`src/rtl/clk_pd_pkg.sv`:
```
`timescale 1ns/1ps
package clk_pd_pkg;
  typedef enum logic [2:0] {
    PD_ST_BOOT = 3'd0,
    PD_ST_RUN  = 3'd1,
    PD_ST_HALT = 3'd2,
    PD_ST_OFF  = 3'd3,
    PD_ST_LOCK = 3'd4
  } pd_state_e;
endpackage

```
`src/rtl/clk_pd_sync.sv`:
```
`timescale 1ns/1ps
module clk_pd_sync #(
  parameter int   W       = 1,
  parameter int   STAGES  = 2,
  parameter logic RST_VAL = 1'b0
) (
  input  logic         clk_i,
  input  logic         rst_ni,
  input  logic [W-1:0] d_i,
  output logic [W-1:0] q_o
);
  logic [W-1:0] ff [STAGES];

  always_ff @(posedge clk_i or negedge rst_ni) begin
    if (!rst_ni) begin
      for (int s = 0; s < STAGES; s++) ff[s] <= {W{RST_VAL}};
    end else begin
      ff[0] <= d_i;
      for (int s = 1; s < STAGES; s++) ff[s] <= ff[s-1];
    end
  end

  assign q_o = ff[STAGES-1];
endmodule

```
`src/rtl/clk_pd_se_gate.sv`:
```
`timescale 1ns/1ps
module clk_pd_se_gate #(
  parameter int N = 4
) (
  input  logic         clk_i,
  input  logic         rst_ni,
  input  logic [N-1:0] src_i,
  input  logic         stop_i,
  input  logic         en_i,
  output logic [N-1:0] se_o,
  output logic [N-1:0] live_o
);
  for (genvar k = 0; k < N; k++) begin : g_lane
    logic prev_q, live_q;
    logic fall;
    assign fall = prev_q & ~src_i[k];

    always_ff @(posedge clk_i or negedge rst_ni) begin
      if (!rst_ni) begin
        prev_q <= 1'b0;
        live_q <= 1'b0;
      end else begin
        prev_q <= src_i[k];
        if (en_i)              live_q <= 1'b1;
        else if (stop_i && fall) live_q <= 1'b0;
      end
    end

    // pass-through until the falling edge, then held low
    assign se_o[k]   = live_q & src_i[k];
    assign live_o[k] = live_q;
  end
endmodule

```
`src/rtl/clk_pd_diff_gate.sv`:
```
`timescale 1ns/1ps
module clk_pd_diff_gate #(
  parameter int N = 3
) (
  input  logic         clk_i,
  input  logic         rst_ni,
  input  logic [N-1:0] src_i,
  input  logic [N-1:0] mode_i,
  input  logic         stop_i,
  input  logic         force_i,
  input  logic [N-1:0] en_i,
  input  logic         drive_hi_i,
  output logic [N-1:0] t_o,
  output logic [N-1:0] c_o,
  output logic [N-1:0] t_oe_o,
  output logic [N-1:0] c_oe_o
);
  for (genvar k = 0; k < N; k++) begin : g_pair
    logic prev_q, live_q;
    logic c_fall;
    // complement falls where the true phase rises
    assign c_fall = ~prev_q & src_i[k];

    always_ff @(posedge clk_i or negedge rst_ni) begin
      if (!rst_ni) begin
        prev_q <= 1'b0;
        live_q <= 1'b0;
      end else begin
        prev_q <= src_i[k];
        if (en_i[k])                                live_q <= 1'b1;
        else if (force_i || (stop_i && c_fall))     live_q <= 1'b0;
      end
    end

    assign t_o[k]    = live_q ? src_i[k] : 1'b1;
    assign c_o[k]    = live_q & ~src_i[k];
    assign t_oe_o[k] = live_q | ~mode_i[k] | drive_hi_i;
    assign c_oe_o[k] = live_q;
  end
endmodule

```
`src/rtl/clk_pd_seq.sv`:
```
`timescale 1ns/1ps
module clk_pd_seq
  import clk_pd_pkg::*;
#(
  parameter int N_DIFF   = 3,
  parameter int STOP_CYC = 4
) (
  input  logic              clk_i,
  input  logic              rst_ni,
  input  logic              pin_s_i,
  input  logic              pll_lock_i,
  input  logic              any_live_i,
  output pd_state_e         state_o,
  output logic              stop_o,
  output logic              force_o,
  output logic [N_DIFF-1:0] en_diff_o,
  output logic              en_se_o,
  output logic              drive_hi_o,
  output logic              osc_en_o,
  output logic              pll_en_o
);
  localparam int CW = $clog2(STOP_CYC + 1);
  localparam int SW = $clog2(N_DIFF + 1);

  pd_state_e state_q, state_d;
  logic          pin_q;
  logic [CW-1:0] cnt_q;
  logic [SW-1:0] stage_q;
  logic          req_on, req_off, step;

  assign req_on  = pin_s_i & pin_q;
  assign req_off = ~pin_s_i & ~pin_q;
  assign step    = (state_q == PD_ST_LOCK) & pll_lock_i & ~req_on;

  always_comb begin
    state_d = state_q;
    unique case (state_q)
      PD_ST_BOOT: if (!pin_s_i) state_d = PD_ST_LOCK;
      PD_ST_LOCK: if (req_on) state_d = PD_ST_HALT;
                  else if (step && stage_q == SW'(N_DIFF)) state_d = PD_ST_RUN;
      PD_ST_RUN:  if (req_on) state_d = PD_ST_HALT;
      PD_ST_HALT: if (!any_live_i) state_d = PD_ST_OFF;
      PD_ST_OFF:  if (req_off) state_d = PD_ST_LOCK;
      default:    state_d = PD_ST_BOOT;
    endcase
  end

  always_ff @(posedge clk_i or negedge rst_ni) begin
    if (!rst_ni) begin
      state_q <= PD_ST_BOOT;
      pin_q   <= 1'b1;
      cnt_q   <= '0;
      stage_q <= '0;
    end else begin
      state_q <= state_d;
      pin_q   <= pin_s_i;
      if (state_q != PD_ST_HALT)        cnt_q <= '0;
      else if (cnt_q != CW'(STOP_CYC))  cnt_q <= cnt_q + 1'b1;
      if (state_q != PD_ST_LOCK)        stage_q <= '0;
      else if (step)                    stage_q <= (stage_q == SW'(N_DIFF)) ? '0 : stage_q + 1'b1;
    end
  end

  for (genvar k = 0; k < N_DIFF; k++) begin : g_en
    assign en_diff_o[k] = step & (stage_q == SW'(k));
  end

  assign en_se_o    = step & (stage_q == SW'(N_DIFF));
  assign stop_o     = state_q == PD_ST_HALT;
  assign force_o    = stop_o & (cnt_q >= CW'(STOP_CYC - 1));
  assign drive_hi_o = state_q == PD_ST_LOCK;
  assign osc_en_o   = state_q != PD_ST_OFF;
  assign pll_en_o   = state_q != PD_ST_OFF;
  assign state_o    = state_q;
endmodule

```
`src/rtl/clk_pd_gate.sv`:
```
`timescale 1ns/1ps
module clk_pd_gate
  import clk_pd_pkg::*;
#(
  parameter int N_SE     = 4,
  parameter int N_DIFF   = 3,
  parameter int STOP_CYC = 4
) (
  input  logic              clk_i,
  input  logic              rst_ni,
  input  logic              pd_pin_i,
  input  logic              pll_lock_i,
  input  logic [N_DIFF-1:0] drive_mode_i,
  input  logic [N_SE-1:0]   se_src_i,
  input  logic [N_DIFF-1:0] diff_src_i,
  output logic [N_SE-1:0]   se_o,
  output logic [N_DIFF-1:0] diff_t_o,
  output logic [N_DIFF-1:0] diff_c_o,
  output logic [N_DIFF-1:0] diff_t_oe_o,
  output logic [N_DIFF-1:0] diff_c_oe_o,
  output logic              osc_en_o,
  output logic              pll_en_o,
  output logic [2:0]        status_o
);
  logic              pin_s;
  logic              stop, force_stop, en_se, drive_hi;
  logic [N_DIFF-1:0] en_diff;
  logic [N_SE-1:0]   se_live;
  pd_state_e         state;

  clk_pd_sync #(.W(1), .STAGES(2), .RST_VAL(1'b1)) i_pin_sync (
    .clk_i (clk_i),
    .rst_ni(rst_ni),
    .d_i   (pd_pin_i),
    .q_o   (pin_s)
  );

  clk_pd_seq #(.N_DIFF(N_DIFF), .STOP_CYC(STOP_CYC)) i_seq (
    .clk_i     (clk_i),
    .rst_ni    (rst_ni),
    .pin_s_i   (pin_s),
    .pll_lock_i(pll_lock_i),
    .any_live_i((|se_live) | (|diff_c_oe_o)),
    .state_o   (state),
    .stop_o    (stop),
    .force_o   (force_stop),
    .en_diff_o (en_diff),
    .en_se_o   (en_se),
    .drive_hi_o(drive_hi),
    .osc_en_o  (osc_en_o),
    .pll_en_o  (pll_en_o)
  );

  clk_pd_se_gate #(.N(N_SE)) i_se (
    .clk_i (clk_i),
    .rst_ni(rst_ni),
    .src_i (se_src_i),
    .stop_i(stop),
    .en_i  (en_se),
    .se_o  (se_o),
    .live_o(se_live)
  );

  clk_pd_diff_gate #(.N(N_DIFF)) i_diff (
    .clk_i     (clk_i),
    .rst_ni    (rst_ni),
    .src_i     (diff_src_i),
    .mode_i    (drive_mode_i),
    .stop_i    (stop),
    .force_i   (force_stop),
    .en_i      (en_diff),
    .drive_hi_i(drive_hi),
    .t_o       (diff_t_o),
    .c_o       (diff_c_o),
    .t_oe_o    (diff_t_oe_o),
    .c_oe_o    (diff_c_oe_o)
  );

  assign status_o = state;
endmodule

```
`config.mk`:
```
export PLATFORM = sky130hd
export DESIGN_NAME = clk_pd_gate
export DESIGN_NICKNAME = d
export VERILOG_FILES = /design/src/rtl/clk_pd_pkg.sv /design/src/rtl/clk_pd_sync.sv /design/src/rtl/clk_pd_se_gate.sv /design/src/rtl/clk_pd_diff_gate.sv /design/src/rtl/clk_pd_seq.sv /design/src/rtl/clk_pd_gate.sv
export SDC_FILE = /design/constraint.sdc
export NUM_CORES = 1
export LEC_CHECK = 0
export ABC_AREA = 0
export BUFFER_PORTS_ARGS = -buffer_cell sky130_fd_sc_hd__buf_2
export CORE_MARGIN = 10
export CORE_UTILIZATION = 27
export CTS_BUF_LIST = sky130_fd_sc_hd__clkbuf_4
export DETAILED_ROUTE_END_ITERATION = 16
export GPL_TIMING_DRIVEN = 0
export PLACE_DENSITY = 0.6
export SLEW_MARGIN = 20
export SYNTH_ARGS = -nofsm -noshare
export SYNTH_HDL_FRONTEND = slang
export SYNTH_HIERARCHICAL = 1
export SYNTH_SLANG_ARGS = --single-unit
```
`constraint.sdc`:
```
create_clock -name clk_i -period 2 [get_ports clk_i]
set_clock_uncertainty 0.1 [all_clocks]
set_input_delay 0.1 -clock clk_i [delete_from_list [all_inputs] [get_ports clk_i]]
set_output_delay 0.1 -clock clk_i [all_outputs]
set_load 0.02 [all_outputs]
```
# Yosys cells after proc, flatten, opt, wreduce, memory -nomap -nowiden
# Cells that the tools add are included.
[word_totals]
register_bits = 25
inputBits = 14
output_inout_bits = 21
[op_classes]
n_addsub = 2
order_cmp = 1
n_eq_ne = 16
mux = 29
bitwise = 46
reduce_logical = 25
[ops]
columns = ["cell", "count"]
rows = [
  ["two-way mux 3 bit", 8],
  ["bitwise AND 1 bit", 23],
  ["nonzero test 2 bit", 9],
  ["two-way mux 1 bit", 17],
  ["inverter 1 bit", 16],
  ["case mux 3 bit (5 select lines)", 1],
  ["inequality test 3 bit (second input constant)", 3],
  ["logical AND 1 bit", 8],
  ["bitwise OR 1 bit", 7],
  ["== test 3 x 2 -> 1 bit (second input constant)", 2],
  ["two-way mux 2 bit", 3],
  ["inequality test 3 x 2 -> 1 bit (second input constant)", 2],
  ["AND reduction 5 bit", 1],
  ["== test 2 bit (second input constant)", 2],
  ["inequality test 2 x 1 -> 1 bit (second input constant)", 2],
  ["inequality test 2 bit (second input constant)", 2],
  ["OR reduction 4 bit", 1],
  ["adder 3 x 1 -> 3 bit (second input constant)", 1],
  ["== test 3 x 1 -> 1 bit (second input constant)", 1],
  ["== test 3 bit (second input constant)", 1],
  ["greater-or-equal comparator 3 x 2 -> 1 bit (second input constant)", 1],
  ["zero test 3 bit", 1],
  ["logical OR 1 bit", 3],
  ["OR reduction 3 bit", 1],
  ["other kinds (3)", 3],
]

# Longest topological paths before layout
# Gate-level depths: netlist of the first run.
[logic_depth]
depth_word = 7
mapped_depth = 6
ltp_nobuf = 6

# Hierarchy
# Netlist of the first run, hierarchy kept.
[by_module_without_submodules]
columns = ["mod", "n_inst", "cells_each", "area_each_um2", "seq_area_each_um2"]
rows = [
  ["clk_pd_seq", 1, 66, 621.8, 226.5],
  ["clk_pd_se_gate", 1, 24, 315.3, 200.2],
  ["clk_pd_diff_gate", 1, 26, 280.3, 150.1],
  ["clk_pd_sync", 1, 2, 52.6, 52.6],
  ["clk_pd_gate", 1, 3, 15.0, 0.0],
]

# Least setup slack after synthesis of the first run
# No wires, ideal clock.
[synth_path]
path_type = "flip-flop to flip-flop"
start = "register i_diff.g_pair[0].live_q"
end = "register i_seq.state_q[0] (netlist: i_seq/state_o[0])"
setup_ns = 0.127
t_arrival_ns = 1.665
required_time_ns = 1.773
setup_slack_ns = 0.107
stages_incl_launch_ff = 7
period_less_slack_ns = 1.893
cell_sequence = "dfrtp_1 > buf_4 > nor4_1 > nand2_1 > mux4_2 > nand2b_1 > mux2_1"
[synth_between]
elab_chain_cells = 4
[synth_lines]
columns = ["element", "line", "source"]
rows = [
  ["start: declaration", "clk_pd_diff_gate.sv:19", "logic prev_q, live_q;"],
  ["start signal: assignment", "clk_pd_diff_gate.sv:27", "live_q <= 1'b0;"],
  ["start signal: assignment", "clk_pd_diff_gate.sv:30", "if (en_i[k]) live_q <= 1'b1;"],
  ["start signal: assignment", "clk_pd_diff_gate.sv:31", "else if (force_i || (stop_i && c_fall)) live_q <= 1'b0;"],
  ["OR reduction 3 bit", "clk_pd_gate.sv:43", ".any_live_i((|se_live) | (|diff_c_oe_o)),"],
  ["bitwise OR 1 bit", "clk_pd_gate.sv:43", ""],
  ["inequality test 2 bit (no source line)", "-", ""],
  ["AND reduction 5 bit (no source line)", "-", ""],
  ["end signal: assignment", "clk_pd_seq.sv:55", "state_q <= state_d;"],
  ["end: declaration", "clk_pd_seq.sv:25", "pd_state_e state_q, state_d;"],
]
# No other way between the ends.
# A chain may end at the register's enable or synchronous reset.

# Worst setup path after layout of the first run
[layout_path]
start = "register i_se.g_lane[3].live_q"
end = "register i_seq.state_q[0] (netlist: i_seq/state_o[0])"
[layout_between]
elab_chain_cells = 4
[layout_lines]
columns = ["element", "line", "source"]
rows = [
  ["start: declaration", "clk_pd_se_gate.sv:14", "logic prev_q, live_q;"],
  ["start signal: assignment", "clk_pd_se_gate.sv:21", "live_q <= 1'b0;"],
  ["start signal: assignment", "clk_pd_se_gate.sv:24", "if (en_i) live_q <= 1'b1;"],
  ["start signal: assignment", "clk_pd_se_gate.sv:25", "else if (stop_i && fall) live_q <= 1'b0;"],
  ["OR reduction 4 bit", "clk_pd_gate.sv:43", ""],
  ["bitwise OR 1 bit", "clk_pd_gate.sv:43", ""],
  ["inequality test 2 bit (no source line)", "-", ""],
  ["AND reduction 5 bit (no source line)", "-", ""],
]
# No other way between the ends.

==> results of run 1 <==
-- stage by stage --
| step | hold slack, ps | cell area [µm²] |
|---|---|---|
| floorplan | -296 | 1280 |
| global placement | 27.5 | 1520 |
| detailed placement | 27.9 | 1520 |
| CTS | 198 | 1680 |
| global route | 222 | 1690 |
| finish | 192 | 1690 |
-- repair_timing --
| action | CTS | global route |
|---|---|---|
| endpoints found under the setup margin | 1 | 1 |
| hold buffers | 10 | 0 |
| endpoints found under the hold margin | 35 | 0 |
| gates resized for setup | 2 | 2 |
| pin swaps | 2 | 2 |
| buffers inserted | 2 | 2 |
-- power by group through the flow --
stage	Sequential, mW	Combinational, mW	Clock [mW]
final	0.685	0.804	0.223
after detailed placement	0.692	0.739	0
after floorplan	0.704	0.496	0
after global placement	0.690	0.732	0
after global routing	0.704	0.888	0.253
after CTS	0.676	0.804	0.241
-- cell usage in the layout, fill, tap and decap left out, drive strengths merged --
master / netlist / layout
and3: 3 / 3
dfstp: 3 / 3
nand2: 9 / 9
a41oi: 1 / 1
clkinv: 0 / 1
nor2b: 6 / 6
mux2: 1 / 1
a31o: 3 / 3
a21o: 4 / 4
nor4: 1 / 1
clkbuf: 1 / 4
a31oi: 1 / 1
xnor2: 1 / 1
a21oi: 4 / 4
dlygate4sd3: 0 / 10
nor3b: 1 / 1
nor3: 1 / 1
ha: 7 / 7
or3b: 2 / 2
inv: 10 / 10
a211oi: 1 / 1
nand3b: 7 / 7
mux4: 1 / 1
dfrtp: 22 / 22
o22ai: 1 / 1
buf: 9 / 45
o21ai: 2 / 2
nor2: 5 / 5
nand3: 1 / 1
nand2b: 2 / 2
and2: 8 / 8
or2: 1 / 1
mux2i: 1 / 1
o32a: 1 / 1
-- routing by layer --
layer,GRT usage [%],vias to the layer above
met2,14.1,10
met5,0,-
met3,1.55,4
met1,7.91,479
met4,3.18,0
li1,-,501
-- critical path: stages, from the launching register on --
cell and delay (ps):
dfrtp_1 420, buf_6 130, nor4_4 190, nand2_1 90, mux4_2 460, nand2b_1 110
mux2_4 290
-- state kept, by name, indices dropped and copies added (netlist names) --
register,cells
i_seq/cnt_q,3
i_pin_sync/ff,1
i_seq/pin_q,1
i_seq/state_o,3
i_se/g_lane.prev_q,4
i_se/g_lane.live_q,4
i_diff/g_pair.live_q,3
i_diff/g_pair.prev_q,3
i_pin_sync/q_o,1
i_seq/stage_q,2
-- area by class of cell --
class / count / area share, %
Buffer: 8 / 3.48
Clock inverter: 1 / 0.297
Clock buffer: 3 / 1.33
Sequential cell: 25 / 37.3
Timing Repair Buffer: 48 / 17.8
Tap cell: 54 / 4.00
Multi-Input combinational cell: 76 / 33.6
Inverter: 10 / 2.22
-- worst min path at each step --
stage	end	slack [ps]	depth (start not counted)
2_1_floorplan	i_diff/g_pair[0].live_q	-300	0
3_3_place_gp	i_se/g_lane[2].prev_q	30	1
3_5_place_dp	i_se/g_lane[2].prev_q	30	1
4_1_cts	i_seq/stage_q[1]	200	2
5_1_grt	i_se/g_lane[3].prev_q	220	2
6_report	i_se/g_lane[3].prev_q	190	2
-- logic make-up (layout without fill, tap and decap cells) --
family	Yosys count	in the layout
adder cells (fa/ha/maj)	7	7
AND/OR/NAND/NOR	47	47
multiplexers	3	3
flip-flops	25	25
AO/OA/AOI/OAI	18	18
XOR/XNOR	1	1
buffers and inverters	20	70
==> out/results.tsv, run 1 <==
stage	metric	value	unit
global_routing	pin count of the biggest net entering global routing	26	
job	maxcap violations	0	
timing	TNS Setup	0	ps
global_routing	initial antenna violation count	0	
logic_synthesis	Synth Cell Area	1280	µm²
finish	# diodes	0	
power_and_ir_drop	Tot Pwr	1.71	mW
timing	final hold vios	0	
die	Die ar.	7920	µm²
timing	maximum clock frequency	0.527	GHz
worst_setup_path	worst r2r path cells	6	
worst_setup_path	CP Launch Type	flip-flop	
worst_setup_path	worst reg-to-reg setup slack	100	ps
power_and_ir_drop	peak supply drop	0.000409	V
placed_design	# port buffers	34	
finish	register area	629	µm²
drt	Avg Vias per Cell	4.42	
logic_synthesis	YS warnings	6	
worst_setup_path	end of the worst register-to-register path	i_seq/state_o[0]	
logic_synthesis	Post-Synth Simple-Gate Area	22.0	%
die	Core ar.	4660	µm²
cts	CTS Buf Count	3	
global_routing	total gr overflow	0	
timing	unrepaired setup endpoints after global routing	false	
power_and_ir_drop	Clock Power Share	13.0	%
worst_setup_path	CP Launch Point	i_se/g_lane[3].live_q	
cts	Max clock buf depth	2	
finish	final core utilization	36.2	%
finish	fill count	457	
finish	layout cells sized above 1	33.3	%
die	initial core utilization	27.6	%
placed_design	# placed instances	209	
worst_setup_path	Crit Path Class	reg2reg	
placed_design	dpl hpwl	2120	µm
power_and_ir_drop	P_sw	670	µW
logic_synthesis	largest family of logic cells by synthesized area	simple AND/OR/NAND/NOR gates	
power_and_ir_drop	Comb pwr share	46.9	%
die	FP Rows	25	
logic_synthesis	xor/xnor cell area share of the yosys netlist	0.682	%
power_and_ir_drop	switch share	39.1	%
finish	Finished Layout Cells	225	
power_and_ir_drop	P_int	1.04	mW
placed_design	GPL Wtd Cong	0.796	
logic_synthesis	Seq/Total Area, Yosys	49.0	%
worst_setup_path	Critical Path End	i_seq/state_o[0]	
worst_setup_path	reg2reg start	i_se/g_lane[3].live_q	
drt	length of routed met3 wiring	69	µm
timing	Slew @ Worst Pin	557	ps
logic_synthesis	count leader, synth	dfrtp_1	
power_and_ir_drop	Sequential Power Share	40.0	%
worst_setup_path	crit path DAT	2010	ps
finish	Final nets	193	
drt	final WL	2840	µm
power_and_ir_drop	LEAKAGE	0.845	nW
cts	clock slew at reported path FFs	130	ps
logic_synthesis	Syn Nets	142	
logic_synthesis	distinct cell type count of the synthesized netlist	33	
drt	Top Metal Used	met4	
logic_synthesis	Commonest cells post-synth	22 x dfrtp_1, 10 x inv_1, 9 x nand2_1, 8 x and2_1, 8 x buf_4	
placed_design	Setup WS pre-CTS	-59.1	ps
logic_synthesis	share of flip-flops with an asynchronous set or reset	100	%
drt	wire length on met2	1590	µm
logic_synthesis	post-synthesis register bit count	25	
global_routing	GRT Total Usage	7.52	%
timing	Pins Over Slew Limit	0	
outcome	status	completed	
power_and_ir_drop	Pwr Density	1010	nW/µm²
drt	post-route ant nets	0	
drt	drt wl/cell	12.6	µm
global_routing	number of global-route vias before repair	1029	
drt	drt first pass iters	4	
logic_synthesis	largest cells by area after synthesis	dfrtp_1 43%, ha_1 6.8%, dfstp_2 6.1%	
die	width of the die	89.0	µm
logic_synthesis	Gate Count Post-Synth	121	
logic_synthesis	Synth Area in Adders	6.82	%
worst_setup_path	CP Capture Type	flip-flop	
drt	total number of vias	994	
die	# IOs	35	
cts	H-tree depth	1	
drt	Remaining DRCs	0	
worst_setup_path	critical path fanouts, max	3	
logic_synthesis	Syn Area/Cell	10.6	µm²
drt	M1 WL	1140	µm
timing	Finish-stage setup viols	0	
logic_synthesis	multiplexer area fraction after synthesis	3.41	%
worst_setup_path	CP required	2120	ps
cts	clock sink count	25	
logic_synthesis	EDFF count, synth	0	
cts	CTS root buf	clkbuf_4	
logic_synthesis	share of the synthesized area in the top cell type	42.8	%
finish	area of the multi-input gates	567	µm²
logic_synthesis	Synth Flop Type	dfrtp_1	
logic_synthesis	dominant cell type by area after synthesis	dfrtp_1	
cts	CTS tree	done	
timing	slew margin rel.	62.9	%
timing	fin crit share	94.8	%
global_routing	first-pass GRT wire length	4840	µm
cts	Clock Latency Late Sink	310	ps
drt	DR iter-0 viols	52	
die	Die Ht	89.0	µm
timing	Tmin final	1900	ps
hold_path	worst hold path class	in2async	
finish	Syn-to-layout area delta	31.4	%
timing	Final WS setup	103	ps
logic_synthesis	Compound-Gate Fraction of Synth Area	9.74	%
Power figures use the tool's default switching activity.
==> run 2, diff against run 1 <==
--- a/config.mk
+++ b/config.mk
@@ -12,7 +12,7 @@
 export CTS_BUF_LIST = sky130_fd_sc_hd__clkbuf_4
 export DETAILED_ROUTE_END_ITERATION = 16
 export GPL_TIMING_DRIVEN = 0
-export PLACE_DENSITY = 0.6
+export PLACE_DENSITY = 0.59
 export SLEW_MARGIN = 20
 export SYNTH_ARGS = -nofsm -noshare
 export SYNTH_HDL_FRONTEND = slang
==> constraint.sdc (replaced) <==
create_clock -name clk_i -period 2.01 [get_ports clk_i]
set_clock_uncertainty 0.1 [all_clocks]
set_input_delay 0.1005 -clock clk_i [delete_from_list [all_inputs] [get_ports clk_i]]
set_output_delay 0.1005 -clock clk_i [all_outputs]
set_load 0.02 [all_outputs]
==> out/results.tsv, run 2 (synthesized netlist as in run 1, its figures left out) <==
stage	metric	value	unit	change
die	Core ar.	4660	µm²	unchanged
cts	H-tree depth	1		unchanged
finish	fill count	476		+4.2%
placed_design	GPL Wtd Cong	0.789		-0.85%
die	initial core utilization	27.6	%	unchanged
placed_design	dpl hpwl	2110	µm	-0.81%
drt	drt first pass iters	4		unchanged
global_routing	total gr overflow	0		unchanged
worst_setup_path	Crit Path Class	reg2reg		
timing	slew margin rel.	62.8	%	about the same
cts	CTS root buf	clkbuf_4		
drt	DR iter-0 viols	25		-52%
worst_setup_path	critical path fanouts, max	2		-1
worst_setup_path	crit path DAT	2060	ps	+50 ps
timing	Slew @ Worst Pin	558	ps	+0.671 ps
drt	final WL	2810	µm	-0.99%
die	Die Ht	89.0	µm	unchanged
worst_setup_path	CP required	2130	ps	about the same
die	Die ar.	7920	µm²	unchanged
power_and_ir_drop	peak supply drop	0.000351	V	-14%
cts	CTS Buf Count	3		unchanged
timing	final hold vios	0		unchanged
global_routing	initial antenna violation count	0		unchanged
finish	Syn-to-layout area delta	31.5	%	about the same
power_and_ir_drop	Pwr Density	1010	nW/µm²	-0.78%
finish	layout cells sized above 1	33.9	%	+0.58 points
timing	fin crit share	96.6	%	+1.7 points
drt	Remaining DRCs	0		unchanged
finish	# diodes	0		unchanged
finish	most frequent cells in the layout	35 x buf_2, 21 x dfrtp_1, 10 x dlygate4sd3_1, 10 x inv_1		
power_and_ir_drop	LEAKAGE	0.845	nW	about the same
global_routing	number of global-route vias before repair	1017		-1.2%
drt	total number of vias	979		-1.5%
timing	maximum clock frequency	0.515	GHz	-2.3%
global_routing	GRT Total Usage	7.61	%	+0.090 points
worst_setup_path	CP Launch Type	flip-flop		
cts	clock sink count	25		unchanged
die	width of the die	89.0	µm	unchanged
die	FP Rows	25		unchanged
cts	Max clock buf depth	2		unchanged
finish	final core utilization	36.2	%	about the same
finish	most common cell after layout, fill and taps aside	buf_2		
outcome	status	completed		
hold_path	worst hold path class	in2async		
worst_setup_path	CP Capture Type	flip-flop		
drt	Avg Vias per Cell	4.35		-1.5%
cts	Clock Latency Late Sink	320	ps	about the same
timing	Finish-stage setup viols	0		unchanged
cts	clock slew at reported path FFs	140	ps	about the same
cts	CTS tree	done		
drt	post-route ant nets	0		unchanged
placed_design	# port buffers	34		unchanged
job	maxcap violations	0		unchanged
timing	Tmin final	1940	ps	+44.6 ps
die	# IOs	35		unchanged
global_routing	first-pass GRT wire length	4860	µm	+0.29%
finish	top flop regs	i_se/g_lane.live_q: 4 flops, i_se/g_lane.prev_q: 4 flops		
power_and_ir_drop	Tot Pwr	1.70	mW	-0.71%
global_routing	pin count of the biggest net entering global routing	26		unchanged
finish	Final nets	193		unchanged
timing	Pins Over Slew Limit	0		unchanged
drt	drt wl/cell	12.5	µm	-0.99%
==> run 2: per-layer routing <==
layer	part of all wire (%)	track usage (%)
met1	42	8.86
met5	0	0
met2	54	13.6
met4	0.60	2.17
met3	3.2	1.64
==> run 2: power by group <==
| group | internal [mW] | leakage (nW) | switching [mW] |
|---|---|---|---|
| sequential | 0.588 | 0.313 | 0.0866 |
| combinational | 0.368 | 0.514 | 0.432 |
| clock | 0.0745 | 0.0177 | 0.151 |
==> run 2: cell type report <==
type	instances	area (µm²)	area share, %
multi-input combinational	76	567	33.6
clock inverter	1	5.00	0.296
timing repair buffer	47	293	17.3
buffer	9	66.3	3.93
inverter	10	37.5	2.22
sequential	25	631	37.3
clock buffer	3	22.5	1.33
tap	54	67.6	4.00
==> run 2: timing repair <==
action,4_1_cts,5_1_grt
pin swaps,1,1
gates cloned,0,0
endpoints found under the setup margin,1,4
hold endpoints to repair,35,0
resized for setup,3,2
hold buffers,10,0
buffers inserted,2,1
==> run 2: per-stage QoR <==
step | hold slack, ps | TNS, ps | cell area [µm²] | cells | setup slack [ps]
2_1_floorplan | -295 | 0 | 1280 | 121 | 117
3_3_place_gp | 26.6 | -50.6 | 1520 | 209 | -50.6
3_5_place_dp | 32.9 | -58.7 | 1520 | 209 | -58.7
4_1_cts | 204 | 0 | 1680 | 225 | 25.3
5_1_grt | 225 | -2.92 | 1690 | 225 | -2.92
6_report | 196 | 0 | 1690 | 225 | 68.8
==> run 2: final timing paths <==
check | cells after the start | end | slack [ps] | startpoint
max | 6 | i_seq/state_o[0] | 70 | i_se/g_lane[2].live_q
min | 2 | i_se/g_lane[2].prev_q | 200 | rst_ni
max reg2reg | 6 | i_seq/state_o[0] | 70 | i_se/g_lane[2].live_q
min reg2reg | 0 | i_pin_sync/q_o | 270 | i_pin_sync/ff[1]
max in group asynchronous | 2 | i_seq/state_o[1] | 1210 | rst_ni
min in group clk_i | 0 | i_pin_sync/q_o | 270 | i_pin_sync/ff[1]
==> run 2: worst max-delay path: stages, from the launching register on <==
cell and delay [ps]:
dfrtp_1 410, buf_6 120, nor4_4 250, nand2_1 90, mux4_2 450, nand2b_1 110, mux2_4 300
==> run 3, diff against run 2 <==
--- a/config.mk
+++ b/config.mk
@@ -12,6 +12,7 @@
 export CTS_BUF_LIST = sky130_fd_sc_hd__clkbuf_4
 export DETAILED_ROUTE_END_ITERATION = 16
 export GPL_TIMING_DRIVEN = 0
+export MAX_ROUTING_LAYER = met4
 export PLACE_DENSITY = 0.59
 export SLEW_MARGIN = 20
 export SYNTH_ARGS = -nofsm -noshare
==> out/results.tsv, run 3 (synthesized netlist as in run 1, its figures left out) <==
stage	metric	value	unit	change
finish	most frequent cells in the layout	35 x buf_2, 21 x dfrtp_1, 10 x dlygate4sd3_1, 10 x inv_1		
die	width of the die	89.0	µm	unchanged
drt	final WL	2830	µm	+0.82%
die	Die Ht	89.0	µm	unchanged
cts	clock slew at reported path FFs	140	ps	about the same
drt	Remaining DRCs	0		unchanged
drt	Avg Vias per Cell	4.43		+1.7%
finish	Final nets	193		unchanged
worst_setup_path	Slowest cell on crit path	mux4_2		
die	initial core utilization	27.6	%	unchanged
global_routing	total gr overflow	0		unchanged
cts	H-tree depth	1		unchanged
worst_setup_path	crit path DAT	2060	ps	about the same
worst_setup_path	end of the worst register-to-register path	i_seq/state_o[0]		
placed_design	GPL Wtd Cong	0.800		+1.4%
placed_design	Post-DP Area	1520	µm²	unchanged
die	FP Rows	25		unchanged
die	Core ar.	4660	µm²	unchanged
finish	most common cell after layout, fill and taps aside	buf_2		
timing	Slew @ Worst Pin	560	ps	+2.50 ps
finish	layout cells sized above 1	33.9	%	unchanged
cts	Max clock buf depth	2		unchanged
worst_setup_path	CP Cell Sequence	buf_6 > nor4_4 > nand2_1 > mux4_2 > nand2b_1 > mux2_4		
outcome	status	completed		
timing	maximum clock frequency	0.515	GHz	about the same
timing	fin crit share	96.5	%	about the same
power_and_ir_drop	LEAKAGE	0.845	nW	unchanged
hold_path	worst hold path class	in2async		
worst_setup_path	reg2reg start	i_se/g_lane[2].live_q		
worst_setup_path	critical path fanouts, max	2		unchanged
global_routing	pin count of the biggest net entering global routing	26		unchanged
drt	drt first pass iters	4		unchanged
finish	fill count	476		unchanged
job	maxcap violations	0		unchanged
global_routing	first-pass GRT wire length	4870	µm	+0.29%
timing	slew margin rel.	62.6	%	-0.17 points
drt	post-route ant nets	0		unchanged
placed_design	dpl hpwl	2110	µm	unchanged
worst_setup_path	CP required	2130	ps	about the same
placed_design	Setup WS pre-CTS	-58.7	ps	unchanged
worst_setup_path	CP Capture Type	flip-flop		
cts	CTS tree	done		
timing	Tmin final	1940	ps	-1.02 ps
global_routing	number of global-route vias before repair	1015		-0.20%
die	Die ar.	7920	µm²	unchanged
worst_setup_path	Crit Path Class	reg2reg		
timing	Final WS setup	69.8	ps	+1.02 ps
global_routing	initial antenna violation count	0		unchanged
worst_setup_path	worst r2r path cells	6		unchanged
drt	DR iter-0 viols	19		-24%
finish	# diodes	0		unchanged
worst_setup_path	CP delay by family, top	multiplexers		
timing	Finish-stage setup viols	0		unchanged
finish	Syn-to-layout area delta	31.5	%	unchanged
cts	CTS root buf	clkbuf_4		
cts	Clock Latency Late Sink	320	ps	about the same
worst_setup_path	Slowest Stage Delay on Critical Path	450	ps	about the same
worst_setup_path	worst reg-to-reg setup slack	70	ps	about the same
drt	total number of vias	996		+1.7%
finish	Finished Cell Area	1690	µm²	unchanged
placed_design	# port buffers	34		unchanged
power_and_ir_drop	Pwr Density	1010	nW/µm²	+0.15%
cts	clock sink count	25		unchanged
worst_setup_path	Crit path depth	6		unchanged
worst_setup_path	CP bufs+invs	1		unchanged
timing	final hold vios	0		unchanged
worst_setup_path	CP Launch Type	flip-flop		
die	# IOs	35		unchanged
power_and_ir_drop	peak supply drop	0.000349	V	-0.56%
timing	Pins Over Slew Limit	0		unchanged
cts	CTS Buf Count	3		unchanged
global_routing	GRT Total Usage	7.84	%	+0.23 points
finish	top flop regs	i_se/g_lane.live_q: 4 flops, i_se/g_lane.prev_q: 4 flops		
drt	drt wl/cell	12.6	µm	+0.82%
[run 3: cell counts in the layout (fill, tap and decap cells not counted)]
No cell type changed its count.
[run 3: metrics by stage]
stage | power [mW] | cells | hold WS [ps] | utilization, % | setup TNS (ps)
floorplan | 1.19 | 121 | -295 | - | 0
global placement | 1.41 | 209 | 26.6 | 32.7 | -50.6
detailed placement | 1.43 | 209 | 32.9 | 32.7 | -58.7
CTS | 1.74 | 225 | 204 | 36.1 | 0
global route | 1.84 | 225 | 225 | 36.2 | -2.92
finish | 1.70 | 225 | 200 | 36.2 | 0
[run 3: how the worst max path moves through the flow]
stage | start | to | slack [ps]
global route | i_se/g_lane[2].live_q | i_seq/state_o[0] | -3
floorplan | i_diff/g_pair[0].live_q | i_seq/state_o[0] | 120
CTS | i_diff/g_pair[0].live_q | i_seq/state_o[0] | 30
global placement | i_diff/g_pair[2].live_q | i_seq/state_o[0] | -50
detailed placement | i_diff/g_pair[2].live_q | i_seq/state_o[0] | -60
finish | i_se/g_lane[2].live_q | i_seq/state_o[0] | 70
[run 3: cell type report]
cell class	count	area (µm²)	area share [%]
inverter	10	37.5	2.22
tap	54	67.6	4.00
multi-input combinational	76	567	33.6
buffer	9	66.3	3.93
clock inverter	1	5.00	0.296
sequential	25	631	37.3
timing repair buffer	47	293	17.3
clock buffer	3	22.5	1.33
[run 3: report_power, final]
group	switching (mW)	internal (mW)	total (mW)	leakage, nW
Clock	0.152	0.0745	0.226	0.0177
Sequential	0.0867	0.588	0.675	0.313
Combinational	0.434	0.368	0.802	0.514
Total	0.672	1.03	1.70	0.845
[run 3: per-layer routing]
layer	part of all wire, %	wire (µm)	vias to the layer above	track usage (%)
li1	-	-	501	-
met1	43	1230	481	9.24
met2	54	1540	12	13.6
met3	1.8	51	2	1.09
met4	0.60	17	0	2.17
met5	0	0	-	-
[run 3: timing repair]
| item | 4_1_cts | 5_1_grt |
|---|---|---|
| setup endpoints to repair | 1 | 4 |
| gates resized for setup | 3 | 2 |
| pin swaps | 1 | 1 |
| hold endpoints to repair | 35 | 0 |
| hold buffers | 10 | 0 |
| buffers inserted | 2 | 1 |
